### src/rtl/irq_comb_pkg.sv
// Package: shared register offsets and sizing helpers for the grouped combiner.
// Assumes byte offsets on a 32-bit register bank.
package irq_comb_pkg;
    localparam int unsigned OFS_EN_SET = 32'h0;
    localparam int unsigned OFS_EN_CLR = 32'h4;
    localparam int unsigned OFS_STATUS = 32'hC;

    // Index width for a group of n sources (at least one bit).
    function automatic int unsigned idx_width(input int unsigned n);
        return (n > 1) ? $clog2(n) : 1;
    endfunction
endpackage

### src/rtl/combiner_en_bank.sv
// Enable mask register with separate write-one-to-set and write-one-to-clear views.
// Assumes one write per cycle; writes to any other offset are ignored.
module combiner_en_bank
    import irq_comb_pkg::*;
#(
    parameter int unsigned WIDTH  = 32,
    parameter int unsigned ADDR_W = 8
) (
    input  logic              clk,
    input  logic              rst_n,
    input  logic              wr_en,
    input  logic [ADDR_W-1:0] addr,
    input  logic [WIDTH-1:0]  wdata,
    output logic [WIDTH-1:0]  en_mask
);
    localparam logic [ADDR_W-1:0] A_SET = ADDR_W'(OFS_EN_SET);
    localparam logic [ADDR_W-1:0] A_CLR = ADDR_W'(OFS_EN_CLR);

    logic hit_set, hit_clr;
    assign hit_set = wr_en && (addr == A_SET);
    assign hit_clr = wr_en && (addr == A_CLR);

    // Merge set or clear requests into the stored mask.
    always_ff @(posedge clk) begin
        if (!rst_n)
            en_mask <= '0;
        else if (hit_set)
            en_mask <= en_mask | wdata;
        else if (hit_clr)
            en_mask <= en_mask & ~wdata;
    end

    assert_set_merges_R1: assert property (@(posedge clk) disable iff (!rst_n)
        hit_set |=> ((en_mask & $past(wdata)) == $past(wdata))
                 && ((en_mask & ~$past(wdata)) == ($past(en_mask) & ~$past(wdata))));

    assert_clr_merges_R2: assert property (@(posedge clk) disable iff (!rst_n)
        hit_clr |=> ((en_mask & $past(wdata)) == '0)
                 && ((en_mask & ~$past(wdata)) == ($past(en_mask) & ~$past(wdata))));

    assert_other_write_ignored_R3: assert property (@(posedge clk) disable iff (!rst_n)
        !(hit_set || hit_clr) |=> $stable(en_mask));
endmodule

### src/rtl/combiner_group.sv
// One group: combined request and lowest-pending index over its status slice.
// Assumes the status slice is already registered and gated by enables.
module combiner_group
    import irq_comb_pkg::*;
#(
    parameter int unsigned SRC   = 8,
    parameter int unsigned IDX_W = idx_width(SRC)
) (
    input  logic             clk,
    input  logic             rst_n,
    input  logic [SRC-1:0]   pend,
    output logic             req,
    output logic [IDX_W-1:0] idx
);
    // Combined request of the group.
    assign req = |pend;

    // Priority encoder: the lowest set bit wins.
    always_comb begin
        idx = '0;
        for (int b = SRC - 1; b >= 0; b--) begin
            if (pend[b]) idx = IDX_W'(b);
        end
    end

    assert_idx_points_set_R7: assert property (@(posedge clk) disable iff (!rst_n)
        req |-> pend[idx]);

    assert_idx_is_lowest_R7: assert property (@(posedge clk) disable iff (!rst_n)
        req |-> ((pend & ((SRC'(1) << idx) - SRC'(1))) == '0));

    assert_idle_idx_zero_R7: assert property (@(posedge clk) disable iff (!rst_n)
        !req |-> (idx == '0));
endmodule

### src/rtl/combiner_rd_port.sv
// Registered read mux for the enable mask and the status word.
// Assumes a one-cycle read latency; data holds between reads.
module combiner_rd_port
    import irq_comb_pkg::*;
#(
    parameter int unsigned WIDTH  = 32,
    parameter int unsigned ADDR_W = 8
) (
    input  logic              clk,
    input  logic              rst_n,
    input  logic              rd_en,
    input  logic [ADDR_W-1:0] addr,
    input  logic [WIDTH-1:0]  en_mask,
    input  logic [WIDTH-1:0]  status,
    output logic [WIDTH-1:0]  rdata
);
    localparam logic [ADDR_W-1:0] A_SET  = ADDR_W'(OFS_EN_SET);
    localparam logic [ADDR_W-1:0] A_CLR  = ADDR_W'(OFS_EN_CLR);
    localparam logic [ADDR_W-1:0] A_STAT = ADDR_W'(OFS_STATUS);

    logic [WIDTH-1:0] sel;
    logic             mapped;

    // Choose the word addressed; unmapped offsets read zero.
    always_comb begin
        sel    = '0;
        mapped = 1'b1;
        if (addr == A_SET || addr == A_CLR)
            sel = en_mask;
        else if (addr == A_STAT)
            sel = status;
        else
            mapped = 1'b0;
    end

    // Capture read data on a read strobe.
    always_ff @(posedge clk) begin
        if (!rst_n)
            rdata <= '0;
        else if (rd_en)
            rdata <= sel;
    end

    assert_unmapped_reads_zero_R3: assert property (@(posedge clk) disable iff (!rst_n)
        (rd_en && !mapped) |=> (rdata == '0));

    assert_rdata_holds_R3: assert property (@(posedge clk) disable iff (!rst_n)
        !rd_en |=> $stable(rdata));
endmodule

### src/rtl/irq_group_combiner.sv
// Top: 32 level sources in four groups of eight, enable mask, registered status,
// per-group request lines and lowest-pending indices.
// Assumes the sources are already synchronous to clk.
module irq_group_combiner
    import irq_comb_pkg::*;
#(
    parameter int unsigned GROUPS  = 4,
    parameter int unsigned GRP_SRC = 8,
    parameter int unsigned ADDR_W  = 8,
    localparam int unsigned WIDTH  = GROUPS * GRP_SRC,
    localparam int unsigned IDX_W  = idx_width(GRP_SRC)
) (
    input  logic                    clk,
    input  logic                    rst_n,
    input  logic                    bus_wen,
    input  logic                    bus_ren,
    input  logic [ADDR_W-1:0]       bus_addr,
    input  logic [WIDTH-1:0]        bus_wdata,
    output logic [WIDTH-1:0]        bus_rdata,
    input  logic [WIDTH-1:0]        src_level,
    output logic [GROUPS-1:0]       grp_req,
    output logic [GROUPS*IDX_W-1:0] grp_idx,
    output logic [GROUPS-1:0]       grp_idx_vld
);
    logic [WIDTH-1:0] en_q;
    logic [WIDTH-1:0] status_q;

    combiner_en_bank #(.WIDTH(WIDTH), .ADDR_W(ADDR_W)) u_en (
        .clk     (clk),
        .rst_n   (rst_n),
        .wr_en   (bus_wen),
        .addr    (bus_addr),
        .wdata   (bus_wdata),
        .en_mask (en_q)
    );

    // Register the gated source levels as the status word.
    always_ff @(posedge clk) begin
        if (!rst_n)
            status_q <= '0;
        else
            status_q <= src_level & en_q;
    end

    combiner_rd_port #(.WIDTH(WIDTH), .ADDR_W(ADDR_W)) u_rd (
        .clk     (clk),
        .rst_n   (rst_n),
        .rd_en   (bus_ren),
        .addr    (bus_addr),
        .en_mask (en_q),
        .status  (status_q),
        .rdata   (bus_rdata)
    );

    for (genvar g = 0; g < GROUPS; g++) begin : g_grp
        combiner_group #(.SRC(GRP_SRC), .IDX_W(IDX_W)) u_grp (
            .clk   (clk),
            .rst_n (rst_n),
            .pend  (status_q[g*GRP_SRC +: GRP_SRC]),
            .req   (grp_req[g]),
            .idx   (grp_idx[g*IDX_W +: IDX_W])
        );

        assert_req_follows_levels_R5: assert property (@(posedge clk) disable iff (!rst_n)
            1'b1 |=> (grp_req[g] == |($past(src_level[g*GRP_SRC +: GRP_SRC])
                                     & $past(en_q[g*GRP_SRC +: GRP_SRC]))));
    end

    assign grp_idx_vld = grp_req;

    assert_disabled_never_pending_R8: assert property (@(posedge clk) disable iff (!rst_n)
        1'b1 |=> ((status_q & ~$past(en_q)) == '0));

    assert_status_read_R4: assert property (@(posedge clk) disable iff (!rst_n)
        (bus_ren && bus_addr == ADDR_W'(OFS_STATUS)) |=> (bus_rdata == $past(status_q)));

    assert_mask_all_clears_R9: assert property (@(posedge clk) disable iff (!rst_n)
        (bus_wen && bus_addr == ADDR_W'(OFS_EN_CLR) && bus_wdata == '1) |=> ##1 (grp_req == '0));
endmodule

### config.mk
export PLATFORM = sky130hd
export DESIGN_NAME = irq_group_combiner
export DESIGN_NICKNAME = d
export VERILOG_FILES = /design/src/rtl/irq_comb_pkg.sv /design/src/rtl/combiner_en_bank.sv /design/src/rtl/combiner_group.sv /design/src/rtl/combiner_rd_port.sv /design/src/rtl/irq_group_combiner.sv
export SDC_FILE = /design/constraint.sdc
export NUM_CORES = 1
export LEC_CHECK = 0
export BUFFER_PORTS_ARGS = -buffer_cell sky130_fd_sc_hd__buf_2
export CAP_MARGIN = 10
export CORE_ASPECT_RATIO = 1.75
export CORE_MARGIN = 2
export CORE_UTILIZATION = 55
export CTS_CLUSTER_DIAMETER = 100
export DETAILED_ROUTE_END_ITERATION = 8
export PLACE_DENSITY = 0.85
export SLEW_MARGIN = 15
export SYNTH_ARGS = -nofsm -noshare
export SYNTH_HDL_FRONTEND = slang
export SYNTH_SLANG_ARGS = --single-unit
### constraint.sdc
create_clock -name clk -period 3 [get_ports clk]
set_clock_uncertainty 0.15 [all_clocks]
set_input_delay 0.15 -clock clk [delete_from_list [all_inputs] [get_ports clk]]
set_output_delay 0.15 -clock clk [all_outputs]
set_load 0.01 [all_outputs]
Word level (Yosys, flattened, before mapping)
Cells that the tools add are included.
Word-level totals
  bits in registers: 96
  bits of input ports: 76
  output and inout port bits: 52
  logic and storage cells: 54
Operators by class
  equal/unequal tests: 2
  multiplexer cells: 36
  bitwise logic cells: 4
  reductions and logical operators: 9
Operators with widths (number)
  32-bit two-way mux: 4
  3-bit two-way mux: 32
  32-bit AND: 2
  32-bit inverter: 1
  32-bit OR: 1
  8-bit OR reduction: 4
  8-bit by 3-bit == test with 1-bit output (second input constant): 1
  8-bit by 4-bit == test with 1-bit output (second input constant): 1
  8-bit zero test: 1
  1-bit logical AND: 2
  2-bit nonzero test: 1
  1-bit logical OR: 1

Longest topological paths before layout
  depth in word-level cells: 8
  mapped depth: 6
  gate-level depth less buffers: 4

Hierarchy
From an unflattened synthesis, not the netlist that was laid out.
Second synthesis, totals
  cell total of the unflattened synthesis: 446
  area total of the unflattened synthesis: 4232.8 µm²
Modules (own cells, without submodules)
  combiner_en_bank: times used 1, cells an instance 144, area each 1536.5 µm²
  combiner_rd_port: times used 1, cells an instance 179, area each 1448.9 µm²
  irq_group_combiner: times used 1, cells an instance 71, area each 922.1 µm²
  combiner_group: times used 4, cells an instance 13, area each 81.3 µm²

Least setup slack after synthesis
Ideal clock, no wire load.
  path kind: in2reg
  start: in bus_addr[1]
  end: reg u_rd.rdata[10]
  arrival time: 1.663 ns
  slack: 1.128 ns
  stages on the path: 6
  path buffers: 2
  path through: or4_4 or4b_1 buf_6 buf_8 o22ai_1 and2_1
Between the ends
  longest elaborated chain between the ends: 3
  elaborated cells on any way between the ends: 6
  those cells by class: 2 x eq/ne; 2 x mux; 2 x reduce/logical
Ends and longest elaborated chain
  from (decl): RTL line irq_group_combiner.sv:17  | input logic [ADDR_W-1:0] bus_addr,
  8-bit by 4-bit == test with 1-bit output (tied with other cells): RTL line combiner_rd_port.sv:30  | else if (addr == A_STAT)
  32-bit two-way mux / 1-bit logical OR (equally long branches): RTL line combiner_rd_port.sv:30, combiner_rd_port.sv:28
  32-bit two-way mux *: RTL line combiner_rd_port.sv:28  | if (addr == A_SET || addr == A_CLR)
  to (signal assigned): RTL line combiner_rd_port.sv:41  | rdata <= sel;
  to (decl): RTL line combiner_rd_port.sv:15  | output logic [WIDTH-1:0] rdata
Every way passes the cells marked *; elsewhere a longest branch is shown, timed or not.
A chain may end at the register's enable or synchronous reset.

Worst setup path in the final report
  start: in bus_addr[1]
  end: reg u_rd.rdata[17]
The elaborated chain is that of the path after synthesis.

==> flow_metrics.py <==
metrics = {
    "synth": {
        "syn_inst": 459,
        "synth_top_area_share_pct": 45.6,
        "ys_seq_area_share_pct": 45.6,
        "ys_seq_elements": 96,
        "syn-cell-area_um2": 4210,
        "syn-num-nets": 535,
        "yosysWarnings": 0,
        "yosys-top-cells-area": "dfxtp_1 (46%), a311oi_1 (6.7%), a21oi_1 (4.8%)",
        "ys.flop_type": "dfxtp_1",
        "synth_edf_count": 0,
        "synth_area_per_cell_um2": 9.18,
        "yosysUniqueCellTypes": 28,
        "synth_top_area_cell": "dfxtp_1",
        "async_reset_ff_share_pct": 0,
    },
    "placement": {
        "portBuffers": 127,
        "hpwl_um": 6780,
        "place_congestion": 0.811,
        "place_ws_ps": 945,
        "place_inst": 635,
        "dpl-instance-area_um2": 4670,
    },
    "power": {
        "power_density_nw_per_um2": 452,
        "power.total_w": 0.00252,
        "irDropWorstVdd_v": 0.000294,
        "p_leak_nw": 2.44,
    },
    "cts": {
        "cts_buffers": 9,
        "post_cts_buffers": 0,
        "clock_latency_ps": 340,
        "h-tree-depth": 3,
        "cts_tree": "built",
        "ctsLongestPathBuffers": 2,
        "clock-sinks": 96,
        "cts-root-buf": "clkbuf_16",
        "postCtsResizedCells": 0,
        "clk_pin_slew_ps": 60,
    },
    "timing": {
        "setup_viol": 0,
        "rsz0062_at_grt": "false",
        "fmax_mhz": 560,
        "worst_pin_slew_ps": 1080,
        "finalHoldViolations": 0,
        "max-slew-margin-rel_pct": 28.0,
        "slew_violations": 0,
        "finalWorstSetupSlack_ps": 1210,
        "tns_ps": 0,
        "fin_crit_sh_pct": 59.5,
        "period_minus_slack_ps": 1790,
    },
    "worst_setup_path": {
        "crit_path_start_kind": "primary input",
        "criticalPathCategory": "primary input to flop",
        "rr_worst_depth": 4,
        "cp.required_ps": 3130,
        "cp_data_arrival_time_ps": 1920,
        "cp_max_fo": 32,
        "setup.worst_path.end_class": "flop",
    },
    "die": {
        "num_io_pins": 128,
        "dieArea_um2": 8400,
        "core_um2": 7510,
        "die_h_um": 120,
        "start_util_pct": 56.1,
        "rows": 42,
        "die_w_um": 70.2,
    },
    "job": {
        "max-cap-violations": 0,
    },
    "min_path": {
        "hold_path_depth": 3,
        "min_path_type": "primary input to flop",
    },
    "routing": {
        "wl_um": 11400,
        "avgRoutedWirePerCell_um": 16.0,
        "drc": 0,
        "vias_per_cell": 5.79,
        "ant_nets": 0,
        "dr_total_vias": 4131,
        "dr.pass1.iters": 4,
        "drtIter0Drc": 302,
    },
    "final_layout": {
        "drive_gt1_share_pct": 27.3,
        "final_cell_area_um2": 5590,
        "antenna_cells": 0,
        "syn2layout_area_growth_pct": 32.6,
        "nNetsFinal": 698,
        "layout.cells.non_filler": 714,
    },
    "global_route": {
        "grt_pass1_wl_um": 18100,
        "grt_usage_pct": 27.0,
        "grt_start_max_net_pins": 65,
        "grt_pass1_vias": 4023,
        "antenna_found_initial": 0,
        "grt.overflow.total": 0,
    },
    "run_status": {
        "status": "complete, no violations",
    },
}
[final cells by class]
cell class / instances / area (um2)
clock inverters: 4 / 20.0
flip-flops and latches: 96 / 1920
fillers: 512 / 1930
inverters: 41 / 154
clock buffers: 11 / 253
repair buffers: 198 / 1330
multi-input cells: 276 / 1800
well taps: 88 / 110
[repair_timing]
item | in CTS | in global routing
setup endpoints to repair | 0 | 0
endpoints found under the hold margin | 64 | 0
hold buffers | 64 | 0
[kinds of logic after synthesis]
group	Yosys count	share of synthesized area [%]
AO/OA/AOI/OAI	140	21.6
flip-flops	96	45.6
buffers and inverters	87	11.6
AND/OR/NAND/NOR	136	21.1
[worst max-delay path: stages]
cell	delay, ps
buf_2	100
or4_4	550
or4b_1	480
buf_4	270
o22ai_1	210
and2_1	150
[routing by layer]
metal	share of wire, %	wire length (um)	up-vias	GRT usage (%)
met5	0	0	-	0
met4	4.2	476	0	16.1
met3	6.0	688	43	5.79
met2	53	6100	189	47.4
met1	37	4190	1926	29.2
li1	-	-	1973	-
[cells in the mapped netlist (2+ instances only)]
| cell | number |
|---|---|
| a21oi_1 | 40 |
| a311oi_1 | 32 |
| a31oi_1 | 32 |
| and2_1 | 32 |
| and2b_2 | 20 |
| and3_1 | 32 |
| buf_2 | 4 |
| buf_4 | 8 |
| buf_6 | 2 |
| buf_8 | 3 |
| clkbuf_1 | 19 |
| clkbuf_8 | 7 |
| dfxtp_1 | 96 |
| inv_1 | 41 |
| nand2_1 | 4 |
| nand2b_1 | 5 |
| nor2_1 | 4 |
| nor2b_1 | 16 |
| nor3_1 | 12 |
| nor4_1 | 8 |
| o21bai_1 | 4 |
| o22ai_1 | 32 |
[where the power goes]
| part | internal (W) | total [W] | leakage (nW) | switching, W |
|---|---|---|---|---|
| combinational | 0.000102 | 0.000196 | 1.53 | 0.0000937 |
| sequential | 0.00128 | 0.00128 | 0.773 | 0.000000957 |
| clock | 0.000596 | 0.00105 | 0.141 | 0.000456 |
| total | 0.00197 | 0.00252 | 2.44 | 0.000551 |
[cell usage in the layout (no fill, tap or decap)]
| master | count |
|---|---|
| nand2b_1 | 5 |
| inv_1 | 41 |
| a31oi_1 | 32 |
| nor3_1 | 12 |
| nor2b_1 | 16 |
| nor2_1 | 4 |
| dfxtp_1 | 96 |
| or4_4 | 1 |
| or4b_1 | 1 |
| a311oi_1 | 32 |
| dlygate4sd3_1 | 64 |
| nand2_1 | 4 |
| clkinv_2 | 4 |
| a21oi_1 | 40 |
| clkbuf_8 | 2 |
| and3_1 | 32 |
| buf_4 | 7 |
| nor4_1 | 8 |
| and2b_2 | 20 |
| clkbuf_16 | 9 |
| o21bai_1 | 4 |
| nor4_4 | 1 |
| buf_2 | 127 |
| o22ai_1 | 32 |
| and2_1 | 32 |
[stage by stage]
step                      hold WS, ps  util [%]
after floorplan                   116         -
after global routing              327      74.4
after global placement            214      62.2
after CTS                         295      74.4
after detailed placement          218      62.2
final                             305      74.4
[final timing paths]
path	endpoint	from	slack, ps
max	u_rd.rdata[17]	bus_addr[1]	1210
min	u_rd.rdata[22]	rst_n	310
max reg2reg	u_rd.rdata[17]	flop	1710
min reg2reg	status_q[7]	flop	340
(Power assumes the default switching activity.)
